--- src/rtl/ppseq_pkg.sv ---
package ppseq_pkg;

    localparam int unsigned SIZE_W     = 8;
    localparam int unsigned UNIT_SHIFT = 3;
    localparam int unsigned BCNT_W     = SIZE_W + UNIT_SHIFT;
    localparam int unsigned WORD_BYTES = 4;

    typedef struct packed {
        logic              en;
        logic              dbl;
        logic [SIZE_W-1:0] size;
        logic              act;
    } seq_cfg_t;

    typedef enum logic [0:0] {
        ST_IDLE = 1'b0,
        ST_RUN  = 1'b1
    } seq_state_e;

    function automatic logic [BCNT_W-1:0] buf_words(input logic [SIZE_W-1:0] s);
        return {s, {UNIT_SHIFT{1'b0}}};
    endfunction

endpackage

--- src/rtl/ppseq_ctrl.sv ---
module ppseq_ctrl
    import ppseq_pkg::*;
#(
    parameter int unsigned CNT_W = 16
) (
    input  logic             clk,
    input  logic             rst,
    input  logic             cfg_we,
    input  seq_cfg_t         cfg_in,
    input  logic             start,
    input  logic [CNT_W-1:0] total,
    input  logic             ack,
    input  logic             err_in,
    output logic             busy,
    output logic             act,
    output logic             act_nxt,
    output logic             load,
    output logic             step,
    output logic             sw,
    output logic             buf_done,
    output logic             xfer_err
);

    seq_cfg_t          cfg_q;
    seq_state_e        st_q;
    logic [CNT_W-1:0]  rem_q;
    logic [BCNT_W-1:0] bcnt_q;
    logic              act_q;
    logic              start_ok;
    logic              start_act;
    logic              last_in_buf;

    assign busy        = (st_q == ST_RUN);
    assign start_ok    = start && !busy && cfg_q.en && (total != '0)
                         && !(cfg_q.dbl && (cfg_q.size == '0));
    assign step        = busy && ack && !err_in;
    assign last_in_buf = cfg_q.dbl && (bcnt_q == buf_words(cfg_q.size) - 1'b1);
    assign sw          = step && last_in_buf;
    assign start_act   = cfg_q.dbl & cfg_q.act;
    assign act_nxt     = start_ok ? start_act : (sw ? ~act_q : act_q);
    assign load        = start_ok || sw;
    assign act         = act_q;

    always_ff @(posedge clk) begin
        if (rst) begin
            cfg_q    <= '0;
            st_q     <= ST_IDLE;
            rem_q    <= '0;
            bcnt_q   <= '0;
            act_q    <= 1'b0;
            buf_done <= 1'b0;
            xfer_err <= 1'b0;
        end else begin
            if (cfg_we && !busy) begin
                cfg_q <= cfg_in;
            end
            act_q    <= act_nxt;
            buf_done <= sw;
            if (start_ok) begin
                st_q     <= ST_RUN;
                rem_q    <= total;
                bcnt_q   <= '0;
                xfer_err <= 1'b0;
            end else if (busy) begin
                if (err_in) begin
                    st_q     <= ST_IDLE;
                    xfer_err <= 1'b1;
                end else if (step) begin
                    rem_q  <= rem_q - 1'b1;
                    bcnt_q <= sw ? '0 : bcnt_q + 1'b1;
                    if (rem_q == CNT_W'(1)) begin
                        st_q <= ST_IDLE;
                    end
                end
            end
        end
    end

    // no buffer pulse in single mode
    p_single_no_done_r5: assert property (@(posedge clk) disable iff (rst)
        !cfg_q.dbl |-> !buf_done);

    // completion is a single-cycle pulse
    p_done_one_cycle_r4: assert property (@(posedge clk) disable iff (rst)
        buf_done |=> !buf_done);

    // error stops the run and raises the flag
    p_err_stops_r8: assert property (@(posedge clk) disable iff (rst)
        (busy && err_in) |=> (!busy && xfer_err));

    // configuration frozen while running
    p_cfg_frozen_r7: assert property (@(posedge clk) disable iff (rst)
        busy |=> $stable(cfg_q));

endmodule

--- src/rtl/ppseq_base.sv ---
module ppseq_base #(
    parameter int unsigned ADDR_W = 32
) (
    input  logic                   clk,
    input  logic                   rst,
    input  logic                   busy,
    input  logic                   act,
    input  logic                   wr,
    input  logic                   sel,
    input  logic [ADDR_W-1:0]      wdata,
    output logic [1:0][ADDR_W-1:0] base_q
);

    localparam int unsigned NBUF = 2;

    for (genvar g = 0; g < NBUF; g++) begin : g_base
        logic wr_ok;
        assign wr_ok = wr && (sel == 1'(g)) && (!busy || (act != 1'(g)));

        always_ff @(posedge clk) begin
            if (rst) begin
                base_q[g] <= '0;
            end else if (wr_ok) begin
                base_q[g] <= {wdata[ADDR_W-1:2], 2'b00};
            end
        end

        // the base of the buffer in use cannot be overwritten
        p_active_locked_r6: assert property (@(posedge clk) disable iff (rst)
            (busy && (act == 1'(g)) && wr && (sel == 1'(g))) |=> $stable(base_q[g]));
    end

endmodule

--- src/rtl/ppseq_addr.sv ---
module ppseq_addr #(
    parameter int unsigned ADDR_W = 32
) (
    input  logic              clk,
    input  logic              rst,
    input  logic              load,
    input  logic              step,
    input  logic [ADDR_W-1:0] load_base,
    output logic [ADDR_W-1:0] addr_q
);

    localparam logic [ADDR_W-1:0] STRIDE = ADDR_W'(ppseq_pkg::WORD_BYTES);

    always_ff @(posedge clk) begin
        if (rst) begin
            addr_q <= '0;
        end else if (load) begin
            addr_q <= load_base;
        end else if (step) begin
            addr_q <= addr_q + STRIDE;
        end
    end

endmodule

--- src/rtl/ppbuf_addr_seq.sv ---
module ppbuf_addr_seq
    import ppseq_pkg::*;
#(
    parameter int unsigned ADDR_W = 32,
    parameter int unsigned CNT_W  = 16
) (
    input  logic              clk,
    input  logic              rst,
    input  logic              cfg_we,
    input  logic              cfg_en,
    input  logic              cfg_dbl,
    input  logic [SIZE_W-1:0] cfg_size,
    input  logic              cfg_act,
    input  logic              base_wr,
    input  logic              base_sel,
    input  logic [ADDR_W-1:0] base_wdata,
    input  logic              start,
    input  logic [CNT_W-1:0]  total_words,
    output logic              req,
    input  logic              ack,
    input  logic              err_in,
    output logic [ADDR_W-1:0] addr,
    output logic              act_buf,
    output logic              buf_done,
    output logic              xfer_err,
    output logic [ADDR_W-1:0] base0,
    output logic [ADDR_W-1:0] base1
);

    seq_cfg_t                cfg_in;
    logic                    busy;
    logic                    act_nxt;
    logic                    load;
    logic                    step;
    logic                    sw;
    logic [1:0][ADDR_W-1:0]  base_q;
    logic [ADDR_W-1:0]       load_base;

    assign cfg_in    = '{en: cfg_en, dbl: cfg_dbl, size: cfg_size, act: cfg_act};
    assign load_base = base_q[act_nxt];

    ppseq_ctrl #(.CNT_W(CNT_W)) ctrl_i (
        .clk      (clk),
        .rst      (rst),
        .cfg_we   (cfg_we),
        .cfg_in   (cfg_in),
        .start    (start),
        .total    (total_words),
        .ack      (ack),
        .err_in   (err_in),
        .busy     (busy),
        .act      (act_buf),
        .act_nxt  (act_nxt),
        .load     (load),
        .step     (step),
        .sw       (sw),
        .buf_done (buf_done),
        .xfer_err (xfer_err)
    );

    ppseq_base #(.ADDR_W(ADDR_W)) base_i (
        .clk    (clk),
        .rst    (rst),
        .busy   (busy),
        .act    (act_buf),
        .wr     (base_wr),
        .sel    (base_sel),
        .wdata  (base_wdata),
        .base_q (base_q)
    );

    ppseq_addr #(.ADDR_W(ADDR_W)) addr_i (
        .clk       (clk),
        .rst       (rst),
        .load      (load),
        .step      (step),
        .load_base (load_base),
        .addr_q    (addr)
    );

    assign req   = busy;
    assign base0 = base_q[0];
    assign base1 = base_q[1];

    // a plain acknowledged word moves the address one word up
    p_addr_walk_r3: assert property (@(posedge clk) disable iff (rst)
        (req && ack && !err_in && !sw) |=> (addr == $past(addr) + ADDR_W'(WORD_BYTES)));

    // acknowledge without request changes nothing
    p_idle_ack_r9: assert property (@(posedge clk) disable iff (rst)
        (!req && ack && !start) |=> ($stable(addr) && $stable(act_buf) && !buf_done));

    // active buffer only flips together with a completion pulse
    p_flip_with_done_r4: assert property (@(posedge clk) disable iff (rst)
        (req && $past(req) && (act_buf != $past(act_buf))) |-> buf_done);

endmodule

--- config.mk ---
export PLATFORM = sky130hd
export DESIGN_NAME = ppbuf_addr_seq
export DESIGN_NICKNAME = d
export VERILOG_FILES = /design/src/rtl/ppseq_pkg.sv /design/src/rtl/ppseq_ctrl.sv /design/src/rtl/ppseq_base.sv /design/src/rtl/ppseq_addr.sv /design/src/rtl/ppbuf_addr_seq.sv
export SDC_FILE = /design/constraint.sdc
export NUM_CORES = 1
export LEC_CHECK = 0
export BUFFER_PORTS_ARGS = -buffer_cell sky130_fd_sc_hd__buf_4
export CAP_MARGIN = 20
export CORE_UTILIZATION = 49
export CTS_CLUSTER_DIAMETER = 50
export CTS_CLUSTER_SIZE = 20
export DETAILED_ROUTE_END_ITERATION = 8
export PLACE_DENSITY_LB_ADDON = 0.1
export SKIP_LAST_GASP = 1
export SLEW_MARGIN = 20
export SYNTH_ARGS = -nofsm -noshare
export SYNTH_HDL_FRONTEND = slang
export SYNTH_SLANG_ARGS = --single-unit
--- constraint.sdc ---
create_clock -name clk -period 2.85 [get_ports clk]
set_input_delay 0.57 -clock clk [delete_from_list [all_inputs] [get_ports clk]]
set_output_delay 0.57 -clock clk [all_outputs]
set_load 0.02 [all_outputs]
Word level (Yosys, flattened, before mapping)
Cells that the tools add are included.

Reduce and logical (&&, ||, !) cells: 29. Add/subtract/negate cells: 4. $lt $le $gt $ge: 1. Equality and inequality tests: 3. Mux-type cells: 16. Bitwise operators: 4.

Operators with widths (number): 2-to-1 mux 32 bit (4); 2-to-1 mux 16 bit (4); adder 32 x 3 -> 32 bit (second input constant) (1); == test 16 x 1 -> 1 bit (second input constant) (1); nonzero test 16 bit (1); subtractor 16 x 1 -> 16 bit (second input constant) (1); logical AND 1 bit (14); adder 11 x 1 -> 11 bit (second input constant) (1); == test 11 bit (1); 2-to-1 mux 11 bit (1); subtractor 11 x 1 -> 11 bit (second input constant) (1); zero test 8 bit (1); 2-to-1 mux 1 bit (7); AND reduction 3 bit (2); nonzero test 2 bit (3); zero test 1 bit (3); logical OR 1 bit (3); NOT 1 bit (3); < comparator 1 x 2 -> 1 bit (second input constant) (1); != test 2 x 1 -> 1 bit (second input constant) (1); AND reduction 2 bit (1); OR reduction 2 bit (1); AND 1 bit (1).

Output and inout bits: 100. Bits of input ports: 67. Register bits: 134.

Depth between registers and ports, before layout
Gate-level depths: netlist of the first run.

Depth in word-level cells: 9. Mapped depth: 11.

By module
From an unflattened synthesis of the first run, not the netlist that was laid out.

Cell total of the unflattened synthesis: 797. Area, all modules: 7360.8 um2.

Modules (own cells, without submodules): ppseq_base (cells an instance 238, times used 1, sequential area each 1201.2 um2, area an instance 2524.9 um2); ppseq_ctrl (cells an instance 289, times used 1, sequential area each 840.8 um2, area an instance 2398.6 um2); ppseq_addr (cells an instance 234, times used 1, sequential area each 640.6 um2, area an instance 1893.1 um2); ppbuf_addr_seq (cells an instance 36, times used 1, sequential area each 0.0 um2, area an instance 544.3 um2).

Worst setup path after synthesis of the first run
Ideal clock, no wire load.

Path kind: reg2reg. From: register ctrl_i.cfg_q[1] (netlist name). To: register addr_i.addr_q[21]. Buffers on the path: 2. Clock period less this slack: 2.650 ns. Data required time: 2.718 ns. Cell stages (with the launch flop): 12. Setup slack: 0.200 ns. Arrival time: 2.518 ns. Setup time: 0.132 ns. Cells stage by stage: dfxtp_1 inv_1 ha_1 or4b_4 o21a_4 and2_4 buf_6 a21oi_4 buf_8 mux2_2 a32oi_1 a21oi_1.

Word-level cells in the longest chain between the ends: 9. Elaborated cells on any way between the ends: 15. Classes of those cells: 1 x add/sub; 1 x eq/ne; 5 x mux; 8 x reduce/logical.

Ends and longest elaborated chain: from (decl) (line ppseq_ctrl.sv:24) `seq_cfg_t cfg_q;`; from (signal assigned) (line ppseq_ctrl.sv:55) `cfg_q <= cfg_in;`; subtractor 11 x 1 -> 11 bit (line ppseq_ctrl.sv:37) `assign last_in_buf = cfg_q.dbl && (bcnt_q == buf_words(cfg_q.size) - 1'b1);`; == test 11 bit (line ppseq_ctrl.sv:37); logical AND 1 bit (line ppseq_ctrl.sv:37); logical AND 1 bit (line ppseq_ctrl.sv:38) `assign sw = step && last_in_buf;`; 2-to-1 mux 1 bit (2 in a row) (line ppseq_ctrl.sv:40) `assign act_nxt = start_ok ? start_act : (sw ? ~act_q : act_q);`; 2-to-1 mux 32 bit (implied by the code) (2 in a row) (line ppbuf_addr_seq.sv:40) `assign load_base = base_q[act_nxt];`; 2-to-1 mux 32 bit (line ppseq_addr.sv:17) `end else if (load) begin`; to (signal assigned) (line ppseq_addr.sv:18) `addr_q <= load_base;`; to (signal assigned) (line ppseq_addr.sv:20) `addr_q <= addr_q + STRIDE;`; to (decl) (line ppseq_addr.sv:9) `output logic [ADDR_W-1:0] addr_q`.

Parallel ways exist; a longest one is shown, timed or not. The select of a mux whose other input is x is not followed. A chain may end at the register's enable or synchronous reset.

Final worst setup path of the first run
From: register ctrl_i.cfg_q[1] (netlist name). To: register addr_i.addr_q[30].

Same word-level chain as after synthesis.

==> results of run 1 <==
-- synth_stat cells (all sizes together), types with 13 or more instances --
| cell type | count |
|---|---|
| nand2 | 200 |
| dfxtp | 132 |
| a21oi | 102 |
| nor2 | 60 |
| clkbuf | 35 |
| buf | 22 |
| nor3 | 22 |
| a211oi | 19 |
| nand3 | 18 |
| xnor2 | 18 |
| inv | 17 |
| mux2 | 16 |
| a31oi | 14 |
| nand4 | 14 |
| nor4 | 13 |
| o21ai | 13 |
| xor2 | 13 |
-- sequential cells by signal (all words and copies together), names as in the netlist --
signal / count
ctrl_i.act: 1
ctrl_i.bcnt_q: 11
base_i.base_q: 60
ctrl_i.buf_done: 1
ctrl_i.busy: 1
ctrl_i.cfg_q: 11
addr_i.addr_q: 30
ctrl_i.xfer_err: 1
ctrl_i.rem_q: 16
-- worst min path at each step --
stage | startpoint | end | depth (start not counted)
finish | cfg_en | ctrl_i.cfg_q[10] | 3
global placement | ctrl_i.cfg_q[10] | ctrl_i.cfg_q[10] | 2
floorplan | ctrl_i.cfg_q[10] | ctrl_i.cfg_q[10] | 2
CTS | base_wdata[16] | base_i.base_q[48] | 3
detailed placement | ctrl_i.cfg_q[10] | ctrl_i.cfg_q[10] | 2
global route | base_wdata[26] | base_i.base_q[58] | 3
-- timing repair --
item	in CTS	in global routing
resized for setup	0	4
setup endpoints to repair	0	14
buffers inserted	0	1
endpoints found under the hold margin	0	0
-- power by group through the flow --
stage	clock network, uW	logic (uW)	registers (uW)
3_3_place_gp	0	643	2030
6_report	2210	659	1990
3_5_place_dp	0	650	2030
5_1_grt	2330	713	2000
2_1_floorplan	0	323	2070
4_1_cts	2230	655	1990
-- cell families (layout without fill, tap and decap cells) --
logic type | after synthesis | count (layout) | synth area share (%)
and+or+nand+nor | 382 | 383 | 26.24
AOI/OAI and AO/OA | 212 | 212 | 20.64
DFF | 132 | 132 | 39.05
buffers and inverters | 74 | 256 | 5.085
xor gates and xnor gates | 31 | 31 | 4.013
muxes | 25 | 25 | 3.994
adders and majority gates | 5 | 5 | 0.9246
other | 1 | 6 | 0.05542
-- stage by stage --
step | util, % | cell area [um2] | std cells | total power (uW) | hold slack [ps]
floorplan | - | 6785 | 867 | 2394 | 432.0
global placement | 62.25 | 8309 | 1192 | 2671 | 440.1
detailed placement | 62.25 | 8309 | 1192 | 2678 | 451.7
CTS | 66.72 | 8906 | 1224 | 4869 | 387.9
global route | 66.99 | 8941 | 1226 | 5040 | 388.9
finish | 66.99 | 8941 | 1226 | 4862 | 396.2
-- per-layer routing --
metal | routed length, um | part of all wire [%] | GRT usage [%] | up-vias
met2 | 9584 | 46 | 46.46 | 316
li1 | - | - | - | 3396
met5 | 0 | 0 | 0 | -
met3 | 1550 | 7.5 | 7.224 | 40
met1 | 9023 | 44 | 39.57 | 3221
met4 | 496 | 2.4 | 9.453 | 0
-- final cells by class --
type	count	area (um2)
clock buffers	22	474.2
clock inverters	10	122.6
fillers	1201	4407
inverters	17	63.81
multi-input cells	662	3826
flip-flops and latches	132	2643
well taps	176	220.2
repair buffers	207	1592
-- worst register-to-register path: stages, from the launching register on --
cell,delay (ps)
sky130_fd_sc_hd__dfxtp_1,310
sky130_fd_sc_hd__inv_1,50
sky130_fd_sc_hd__ha_1,210
sky130_fd_sc_hd__or4b_4,510
sky130_fd_sc_hd__o21a_1,200
sky130_fd_sc_hd__o2111a_2,300
sky130_fd_sc_hd__and4_4,290
sky130_fd_sc_hd__buf_4,190
sky130_fd_sc_hd__a31oi_1,200
sky130_fd_sc_hd__o221ai_1,140
sky130_fd_sc_hd__a32o_1,220
-- cells in the final DEF (no fill, tap or decap), types with 7 or more instances in the layout --
master	count
sky130_fd_sc_hd__buf_4	204
sky130_fd_sc_hd__nand2_1	199
sky130_fd_sc_hd__dfxtp_1	132
sky130_fd_sc_hd__a21oi_1	100
sky130_fd_sc_hd__nor2_1	58
sky130_fd_sc_hd__nor3_1	21
sky130_fd_sc_hd__a211oi_1	19
sky130_fd_sc_hd__xnor2_1	18
sky130_fd_sc_hd__nand3_1	18
sky130_fd_sc_hd__inv_1	17
sky130_fd_sc_hd__clkbuf_16	17
sky130_fd_sc_hd__mux2_2	16
sky130_fd_sc_hd__nor4_1	13
sky130_fd_sc_hd__nand4_1	13
sky130_fd_sc_hd__xor2_1	13
sky130_fd_sc_hd__a31oi_1	13
sky130_fd_sc_hd__o21ai_0	12
sky130_fd_sc_hd__nor2b_1	9
sky130_fd_sc_hd__mux2i_1	9
sky130_fd_sc_hd__and3_1	8
sky130_fd_sc_hd__and2_1	7
sky130_fd_sc_hd__o211ai_1	7
sky130_fd_sc_hd__a221oi_1	7
==> results, run 1 <==
- The run finished with clean final reports.
- The leakage power is 0.003534 uW.
- The fmax is ~370 MHz.
- The startpoint of the worst register-to-register path is ctrl_i.cfg_q[1].
- In the post-synthesis netlist, the biggest area contributors are sky130_fd_sc_hd__dfxtp_1 39%, sky130_fd_sc_hd__nand2_1 11%, sky130_fd_sc_hd__a21oi_1 7.5%.
- Counting every instance in the synthesized netlist gives ~860.
- After synthesis, the share of flip-flops with an asynchronous set or reset is 0%.
- The internal portion of the total power is approximately 3600 uW.
- The number of nets still failing antenna checks after routing is 0.
- The worst-case register-to-register setup slack is around 130 ps.
- The standard cell with the maximum stage delay on the critical path is sky130_fd_sc_hd__or4b_4.
- The number of top-level design ports is ~170.
- The maximum buffer depth of the clock tree is 2.
- The peak supply drop is between 0.0005 and 0.0006 V.
- In this run, synthesis inferred 0 flip-flops with an integrated enable.
- In the routed design, unresolved DRC markers number 0.
- Summed over all nets, the half-perimeter wirelength after detailed placement is ~15,000 um.
- The area of the core region is between 10,000 and 15,000 um2.
- The share of the clock period used by the worst path is 95.53%.
- The routed length per placed instance is between 15 and 20 um.
- The total stage count of the critical path is 10.
- After layout, the worst setup slack is 127.3 ps.
- The number of max-cap violations is 0.
- Dividing the detail-routed via count by the number of cells gives between 5 and 6.
- Following the worst setup path forward leads to its endpoint at addr_i.addr_q[30].
- The synthesized design spends more area on one cell type than any other, namely sky130_fd_sc_hd__dfxtp_1.
- The type of the setup path with the least slack is reg -> reg.
- The global-route usage over all layers is slightly below 30%.
- The number of buffer and inverter stages on the critical path is 2.
- The data arrival at the endpoint of the critical path is 3040 ps.
- The count of endpoints failing hold in the final timing report is 0.
- The total overflow left after global routing is 0.
- The synthesized design contains ~130 register bits.
- The number of H-tree branching levels is 4.
- The critical path's top delay family is compound AO/OA/AOI/OAI gates.
- The proportion of total power due to net switching is between 20% and 30%.
- The pre-CTS setup slack is 42.06 ps.
- The final max-slew violation count was 0.
- Traced cell by cell, the critical path runs through inv_1 > ha_1 > or4b_4 > o21a_1 > o2111a_2 > and4_4 > buf_4 > a31oi_1 > o221ai_1 > a32o_1.
- The portion of synthesized cell area occupied by the leading cell type is 39.05%.
- The critical path launch point type is a flop.
- The clock tree root driver cell is sky130_fd_sc_hd__clkbuf_16.
- The antenna diode instance count is 0.
- The horizontal extent of the die is ~120 um.
- The first detailed-routing pass ran for 5 iterations.
- The number of distinct library cells after synthesis is 73.
- The number of warnings reported in the yosys synthesis log is 0.
- The starting DRC count in detailed routing is between 600 and 700.
- The power share of the clock group is a little under half.
- The share of synthesized area occupied by flip-flops and latches is around 40%.
- For this block, the routed nets add up to 20,650 um of wire.
- The number of nets in the layout is between 1,000 and 1,500.
- The tightest slew margin relative to the limit is 56.03%.
- The worst path in the final design needs a cycle of 2723 ps, including I/O delays and setup.
- The depth of the most critical reg-to-reg path is 10.
- The combinational fraction of design power is 13.6%.
- The effective utilization at floorplan is ~50%.
- At the worst endpoint, the required time is 3160 ps.
- Of the cells placed in the final design, the portion with a size suffix greater than 1 is 26.38%.
- The sequential group share of total power is between 40% and 50%.
- CTS saw ~130 sinks.
- The predominant post-synthesis flop cell is sky130_fd_sc_hd__dfxtp_1.
- Entering global routing, the biggest net connects 94 pins.
- The number of hold buffers added after CTS was 0.
- In the final timing run, aggregate negative setup slack is 0 ps.
- The min-delay analysis places its worst path in the category in -> reg.
- The maximum fanout encountered on the critical timing path is 13.
- The insertion delay of the later-clocked pin in the worst-skew pair is between 400 and 500 ps.
- The vias after detailed routing is 6,973.
- The endpoint of the lowest-slack register-to-register path is addr_i.addr_q[30].
- The power density of the placed cells is about 540 nW/um2.
- The endpoint kind of the worst setup timing path is a flop.
- Setup repair after global routing could not meet its margin everywhere.
- The final RePlAce weighted congestion is roughly 0.91.
- The die outline area is about 14,000 um2.
- The port buffer count is 158.
- At the pin with the least slew margin, the transition time is ~660 ps.
- The launching instance or port of the critical path is ctrl_i.cfg_q[1].
- The post-route clock skew is roughly 11 ps.
- TritonCTS built the clock tree.
- The number of cell rows is between 40 and 50.
- From bottom edge to top edge, the die measures ~120 um.
- The CTS clock-pin slew for the worst setup and hold paths is about 60 ps.
- The initial antenna violation count was 0.
- The netlist area before placement is ~6800 um2.
- In this run the power spent charging and discharging nets is 1296 uW.
- The number of global-route vias before repair is approximately 6,300.
- The delay of the slowest cell on the worst path is 510 ps.
- Setup violations remaining at the end of the flow were counted as 0.
- The post-synthesis to final-layout area growth is 32.14%.
- The first-pass GRT wire length is 33,040 um.
- A synthesized cell averages slightly below 8 um2.
- TritonCTS created 17 clock buffers.
Note: power is estimated with default switching activity, not from simulation.
==> run 2, diff against run 1 <==
Settings changed: CORE_UTILIZATION 49 to 50, SYNTH_HIERARCHICAL from default to 1.
==> run 2 against run 1 <==
The run now ends with negative setup slack left; highest routed layer unchanged; worst setup slack got worse by 150 ps; via count decreased by 5.1%; largest cell class unchanged; first-iteration DRC count down 28%; sequential cell count is 2 higher; maximum frequency shrank 5.4%; sequential power grew 3%; critical path type unchanged; clock power fell by 7%; clock skew about the same; count of clock-buffer cells in the layout grew 1; synthesized cell count is 7.7% lower; cell count down 5.1%.
==> results, run 2 <==
- The flow ran to the end, but the final reports show violations.
- The final reports fail on negative setup slack.
- The effective utilization at floorplan was 52.19% (+1.5 points).
- The count of endpoints failing hold in the final timing report is 0 (unchanged).
- In this run the clock root is driven by a sky130_fd_sc_hd__clkbuf_16.
- The final critical path time including I/O delays and setup is 2877 ps (+154.6 ps).
- The data arrival at the endpoint of the critical path was 3170 ps (+130 ps).
- The number of top-level design ports is 167 (unchanged).
- The leading cell type in the layout, fill and taps excluded is sky130_fd_sc_hd__buf_4.
- The total power came to 4884 uW (+0.45%).
- The fmax is 347.5 MHz (-5.4%).
- The required time reported for the critical path endpoint is 3150 ps (about the same).
- The register with the highest flop count is base_i/base_q.
- The antenna diode instance count was 0 (unchanged).
- The critical path launch point type is a flop.
- The netlist area before placement is 7357 um2 (+8.7%).
- The post-synthesis to final-layout area growth is 31.31%.
- The final max-slew violation count is 0 (unchanged).
- The leakage power was 0.003949 uW (+12%).
- The detail-routed via count per cell is 5.687 (about the same).
- The slew at the pin closest to its max-slew limit was 790.6 ps (+132.5 ps).
- The wire length after detailed routing was 19,890 um (-3.7%).
- The mean instance size in the synthesized netlist is 9.243 um2 (+18%).
- The combined flip-flop and latch cell area came to 2685 um2 (+1.6%).
- The number of buffer and inverter stages on the critical path is 2 (unchanged).
- The insertion delay of the later-clocked pin in the worst-skew pair is 420 ps (about the same).
- The maximum buffer depth of the clock tree is 2 (unchanged).
- The number of buffers inserted during clock tree synthesis came to 17 (unchanged).
- The type of the setup path with the least slack is reg -> reg.
- The peak supply drop is 0.0004329 V (-18%).
- The horizontal extent of the die is 123.3 um (+3.2%).
- The critical path's top delay family is simple AND/OR/NAND/NOR gates.
- The number of design rule violations left after detail routing was 0 (unchanged).
- The endpoint kind of the worst setup timing path is a flop.
- The port buffer count is 160 (+1.3%).
- The largest registers in the layout are base_i/base_q (60), addr_i/addr_q (32), ctrl_i/rem_q (16).
- The die outline area is 15,200 um2 (+6.4%).
- The power density of the placed cells came to 505.5 nW/um2 (-7.0%).
- The maximum fanout encountered on the critical timing path was 9 (-4).
- The starting DRC count in detailed routing is 456 (-28%).
- The number of max-cap violations is 0 (unchanged).
- The tightest slew margin relative to the limit is 46.81% (-9.2 points).
- TritonCTS built the clock tree.
- The share of the clock period used by the worst path is 101.0% (+5.4 points).
- The area of the core region came to 14,100 um2 (+5.6%).
- The number of H-tree branching levels is 4 (unchanged).
- The number of buffers inserted for hold repair after clock tree synthesis is 0 (unchanged).
- The vertical die dimension is 123.3 um (+3.2%).
- The fraction of final layout cells sized beyond drive strength 1 is 33.27% (+6.9 points).
- The pre-CTS setup slack is -210.0 ps (-252.1 ps).
- The signal on the critical path passes through inv_2 > ha_4 > nor3b_1 > xnor2_1 > a21oi_1 > nand4_1 > mux2i_2 > nor3_2 > buf_6 > mux2_4 > a21oi_2 > nor2_1 > or3_1.
- The final critical-path setup slack is -27.33 ps (-154.6 ps).
- The area occupied by multi-input gates came to 4462 um2 (+17%).
- Setup repair after global routing could not meet its margin everywhere.
- The number of nets still failing antenna checks after routing is 0 (unchanged).
- The number of cell rows is 43 (+2.4%).
- The vias after detailed routing was 6,614 (-5.1%).
- The post-route clock skew was 11.14 ps (-0.1294 ps).
- The estimated wirelength of the detail-placed design is 14,200 um (-2.2%).
- The flip-flop count of the largest register, all copies and words added was 60 (unchanged).
- The iteration count of the initial detailed-routing pass was 5 (unchanged).
- The number of warnings reported in the yosys synthesis log is 6 (+6).
- In the layout the commonest cells are 193 x sky130_fd_sc_hd__buf_4, 132 x sky130_fd_sc_hd__dfxtp_1, 97 x sky130_fd_sc_hd__nand2b_1, 63 x sky130_fd_sc_hd__mux2i_1, 62 x sky130_fd_sc_hd__nand2_1.
- The global-route usage over all layers is 26.29% (-3.2 points).
- The CTS sink count is 134 (+1.5%).
- The remaining global-route overflow is 0 (unchanged).
- The number of nets in the layout came to 1,043 (-6.0%).
- The number of global-route vias before repair is 6,248 (-0.92%).
- The routed length per placed instance is 17.10 um (+1.5%).
- The initial antenna violation count came to 0 (unchanged).
- The post-synthesis instance total came to 796 (-7.7%).
- The largest net degree at the start of global routing was 81 (-14%).
- The type of the worst min-delay path is in -> reg.
- The first-pass GRT wire length was 30,930 um (-6.4%).
- The count of final setup violators is 1 (+1).
- The delay of the slowest cell on the worst path is 330 ps (-180 ps).
- The final RePlAce weighted congestion is 0.9042 (-0.44%).
- The final-layout fill cell count is 1,133 (-5.7%).
- The CTS clock-pin slew for the worst setup and hold paths is 60 ps (about the same).
- Among all stages on the critical path, the largest delay is contributed by sky130_fd_sc_hd__or3_1.
[run 2: path summary, 6_finish.rpt]
check                           depth (start not counted)        startpoint                end  slack [ps]
worst max-delay path                                   13   ctrl_i/cfg_q[1]  addr_i/addr_q[25]         -30
worst min register to register                          2  ctrl_i/cfg_q[10]   ctrl_i/cfg_q[10]         460
worst max register to register                         13   ctrl_i/cfg_q[1]  addr_i/addr_q[25]         -30
worst min-delay path                                    3            cfg_en   ctrl_i/cfg_q[10]         390
[run 2: area by class of cell]
| type | instances | area share [%] |
|---|---|---|
| Clock buffer | 23 | 4.948 |
| Clock inverter | 8 | 0.7771 |
| Inverter | 13 | 0.5828 |
| Multi-Input combinational cell | 599 | 46.19 |
| Sequential cell | 134 | 27.79 |
| Tap cell | 180 | 2.331 |
| Timing Repair Buffer | 206 | 17.38 |
[run 2: worst reg2reg max path, cell delays in order (launching register included)]
cell and delay, ps:
sky130_fd_sc_hd__dfxtp_2 320, sky130_fd_sc_hd__inv_2 60, sky130_fd_sc_hd__ha_4 190, sky130_fd_sc_hd__nor3b_1 240
sky130_fd_sc_hd__xnor2_1 110, sky130_fd_sc_hd__a21oi_1 150, sky130_fd_sc_hd__nand4_1 260, sky130_fd_sc_hd__mux2i_2 250
sky130_fd_sc_hd__nor3_2 190, sky130_fd_sc_hd__buf_6 170, sky130_fd_sc_hd__mux2_4 320, sky130_fd_sc_hd__a21oi_2 110
sky130_fd_sc_hd__nor2_1 50, sky130_fd_sc_hd__or3_1 330
[run 2: per-layer routing]
layer / up-vias / GRT usage (%) / part of all wire [%]
li1: 3189 / - / -
met1: 3196 / 33.83 / 44
met2: 210 / 42.49 / 48
met3: 19 / 7.611 / 6.7
met4: 0 / 7.831 / 1.3
met5: - / 0 / 0
[run 2: power by group]
group / leakage, uW / total, uW / switching (uW) / internal [uW]
clock: 0.000261 / 2060 / 805 / 1260
combinational: 0.00260 / 772 / 390 / 382
sequential: 0.00109 / 2050 / 90.3 / 1960
total: 0.00395 / 4880 / 1290 / 3600
[run 2: what timing repair did]
item,CTS,global route
gates resized for setup,3,44
setup buffers,2,5
endpoints found under the setup margin,30,30
gates cloned,0,1
pin swaps,3,10
[run 2: through the flow]
step | hold WS (ps) | setup TNS (ps) | std cells | instance area (um2) | utilization (%)
finish | 391.2 | -27.33 | 1163 | 9661 | 68.53
CTS | 379.0 | 0 | 1157 | 9450 | 67.04
detailed placement | 447.9 | -3603 | 1124 | 8871 | 62.93
global route | 384.2 | -2424 | 1163 | 9661 | 68.53
floorplan | 436.4 | -13.52 | 799 | 7391 | -
global placement | 442.8 | -1872 | 1124 | 8871 | 62.93
==> run 3, diff against run 2 <==
Settings changed: RECOVER_POWER from default to 25.
==> run 3 against run 2 <==
The flow finishes with violations (max-capacitance violations, max-slew violations, negative setup slack); power is essentially flat; clock power barely moved; worst setup slack got worse by 2.2 ps; first-iteration DRC count up 6.4%; sequential cell count is the same; critical endpoint unchanged; highest routed layer unchanged.
==> results, run 3 (synthesized netlist as in run 2, its figures left out) <==
- The run finished, with violations left.
- The checks that failed: max-capacitance violations, max-slew violations, negative setup slack.
- The share of the clock period used by the worst path is 101.0% (about the same).
- The number of top-level design ports is 167 (unchanged).
- The CTS sink count was 134 (unchanged).
- The first-pass GRT wire length is 30,930 um (unchanged).
- The number of buffers inserted during clock tree synthesis is 17 (unchanged).
- The slew at the pin closest to its max-slew limit was 1666 ps (+875.7 ps).
- The iteration count of the initial detailed-routing pass is 5 (unchanged).
- The data arrival at the endpoint of the critical path is 3180 ps (about the same).
- The wire length after detailed routing is 19,830 um (-0.30%).
- The final critical-path setup slack is -29.49 ps (-2.154 ps).
- The total power came to 4883 uW (about the same).
- The largest registers in the layout are base_i/base_q (60), addr_i/addr_q (32), ctrl_i/rem_q (16).
- Leaving out fill and tap cells, the most frequent cell in the layout is sky130_fd_sc_hd__buf_4.
- The standard cell with the maximum stage delay on the critical path is sky130_fd_sc_hd__or3_1.
- Compared with the post-synthesis result, the final layout area differs by 31.17%.
- The final critical path time including I/O delays and setup is 2879 ps (+2.154 ps).
- The maximum buffer depth of the clock tree is 2 (unchanged).
- The delay of the slowest cell on the worst path is 330 ps (about the same).
- The type of the worst min-delay path is in -> reg.
- Ranked by flip-flop count, first place goes to base_i/base_q.
- The die outline area came to 15,200 um2 (unchanged).
- The number of max-cap violations came to 1 (+1).
- The number of buffer and inverter stages on the critical path was 2 (unchanged).
- Broken down by cell family, the worst path's largest delay share belongs to simple AND/OR/NAND/NOR gates.
- The number of non-filler instances in the completed layout came to 1,163 (unchanged).
- The power density of the placed cells came to 506.0 nW/um2 (about the same).
- The required time reported for the critical path endpoint is 3150 ps (about the same).
- The number of cell rows is 43 (unchanged).
- The starting DRC count in detailed routing was 485 (+6.4%).
- The number of H-tree branching levels is 4 (unchanged).
- The initial antenna violation count was 0 (unchanged).
- The count of final setup violators came to 1 (unchanged).
- The number of global-route vias before repair is 6,248 (unchanged).
- The tightest slew margin relative to the limit is -11.09% (-58 points).
- The count of endpoints failing hold in the final timing report came to 0 (unchanged).
- The fraction of final layout cells sized beyond drive strength 1 was 33.06% (-0.20 points).
- The worst setup path is launched from a flop.
- The effective utilization at floorplan is 52.19% (unchanged).
- The area of the core region is 14,100 um2 (unchanged).
- The port buffer count is 160 (unchanged).
- The number of nets still failing antenna checks after routing is 0 (unchanged).
- The critical path in this run is classified as reg -> reg.
- Setup repair after global routing could not meet its margin everywhere.
- The final max-slew violation count is 22 (+22).
- The estimated wirelength of the detail-placed design came to 14,200 um (unchanged).
- The leakage power came to 0.003940 uW (-0.22%).
- The top cell types in the final layout, fill and taps aside, are 190 x sky130_fd_sc_hd__buf_4, 132 x sky130_fd_sc_hd__dfxtp_1, 97 x sky130_fd_sc_hd__nand2b_1, 63 x sky130_fd_sc_hd__mux2i_1, 62 x sky130_fd_sc_hd__nand2_1.
- The critical path goes through inv_2 > ha_4 > nor3b_1 > xnor2_1 > a21oi_1 > nand4_1 > mux2i_2 > nor3_2 > buf_6 > mux2_4 > a21oi_2 > nor2_1 > or3_1.
- The maximum fanout encountered on the critical timing path came to 9 (unchanged).
- In this run the clock root is driven by a sky130_fd_sc_hd__clkbuf_16.
- The instance count after placement with tap cells included is 1,124 (unchanged).
- The vertical die dimension is 123.3 um (unchanged).
- The largest net degree at the start of global routing is 81 (unchanged).
- The antenna diode instance count is 0 (unchanged).
- The number of design rule violations left after detail routing is 0 (unchanged).
- The insertion delay of the later-clocked pin in the worst-skew pair came to 420 ps (about the same).
- STA classifies the critical path endpoint as a flop.
- The post-place instance area is 8871 um2 (unchanged).
- The final hold slack is 391.4 ps (+0.1710 ps).
- The global-route usage over all layers is 26.29% (unchanged).
- The horizontal extent of the die is 123.3 um (unchanged).
- The detail-routed via count per cell is 5.685 (about the same).
- The remaining global-route overflow is 0 (unchanged).
- The number of nets in the layout came to 1,043 (unchanged).
- The fmax came to 347.3 MHz (about the same).
- The peak supply drop is 0.0004329 V (about the same).
- The final RePlAce weighted congestion is 0.9042 (unchanged).
- The cell area after layout was 9651 um2 (-0.10%).
- The post-route clock skew is 11.36 ps (+0.2251 ps).
- The routed length per placed instance is 17.05 um (-0.30%).
- TritonCTS built the clock tree.
- The flip-flop count of the largest register, all copies and words added is 60 (unchanged).
- The vias after detailed routing came to 6,612 (-0.030%).
- The CTS clock-pin slew for the worst setup and hold paths is 60 ps (about the same).
## run 3: cell types whose count changed in the layout (fill, tap and decap cells not counted), sizes merged
cell	delta
clkbuf	+3
buf	-3
## run 3: repair_timing
| item | CTS | global route |
|---|---|---|
| pin swaps | 3 | 10 |
| setup buffers | 2 | 5 |
| hold buffers | 0 | 0 |
| endpoints found under the hold margin | 0 | 0 |
| setup endpoints to repair | 30 | 30 |
| resized for setup | 3 | 44 |
| gates cloned | 0 | 1 |
## run 3: where the power goes
| group | internal (uW) | switching [uW] | total, uW |
|---|---|---|---|
| Clock | 1260 | 805 | 2060 |
| Sequential | 1960 | 90.3 | 2050 |
| Combinational | 383 | 389 | 772 |
## run 3: routing by layer
layer | track usage [%] | routed length (um)
met3 | 7.611 | 1352
met4 | 7.831 | 263
met2 | 42.49 | 9465
met5 | 0 | 0
met1 | 33.83 | 8745
## run 3: metrics by stage
step,worst slack [ps],TNS (ps),utilization (%)
floorplan,-13.52,-13.52,-
global placement,-131.9,-1872,62.93
detailed placement,-210.0,-3603,62.93
CTS,8.283,0,67.04
global route,-154.5,-2424,68.46
finish,-29.49,-29.49,68.46
## run 3: final cells by class
cell class                 instances  area, um2
clock buffer                      23      478.0
clock inverter                     8      75.07
fill                            1134       4446
inverter                          13      56.30
multi-input combinational        599       4462
sequential                       134       2685
tap                              180      225.2
timing repair buffer             206       1669
## run 3: worst reg2reg max path, stage by stage, from the launching register on
cell and delay, ps:
sky130_fd_sc_hd__dfxtp_2 320, sky130_fd_sc_hd__inv_2 60, sky130_fd_sc_hd__ha_4 190, sky130_fd_sc_hd__nor3b_1 240, sky130_fd_sc_hd__xnor2_1 110, sky130_fd_sc_hd__a21oi_1 150, sky130_fd_sc_hd__nand4_1 260, sky130_fd_sc_hd__mux2i_2 250
sky130_fd_sc_hd__nor3_2 190, sky130_fd_sc_hd__buf_6 170, sky130_fd_sc_hd__mux2_4 320, sky130_fd_sc_hd__a21oi_2 110, sky130_fd_sc_hd__nor2_1 50, sky130_fd_sc_hd__or3_1 330
## run 3: worst paths after layout
| path | start | endpoint | slack [ps] | cells past startpoint |
|---|---|---|---|---|
| setup / recovery | ctrl_i/cfg_q[1] | addr_i/addr_q[25] | -30 | 13 |
| hold / removal | cfg_en | ctrl_i/cfg_q[10] | 390 | 3 |
| setup reg to reg | ctrl_i/cfg_q[1] | addr_i/addr_q[25] | -30 | 13 |
| hold reg to reg | ctrl_i/cfg_q[10] | ctrl_i/cfg_q[10] | 460 | 2 |
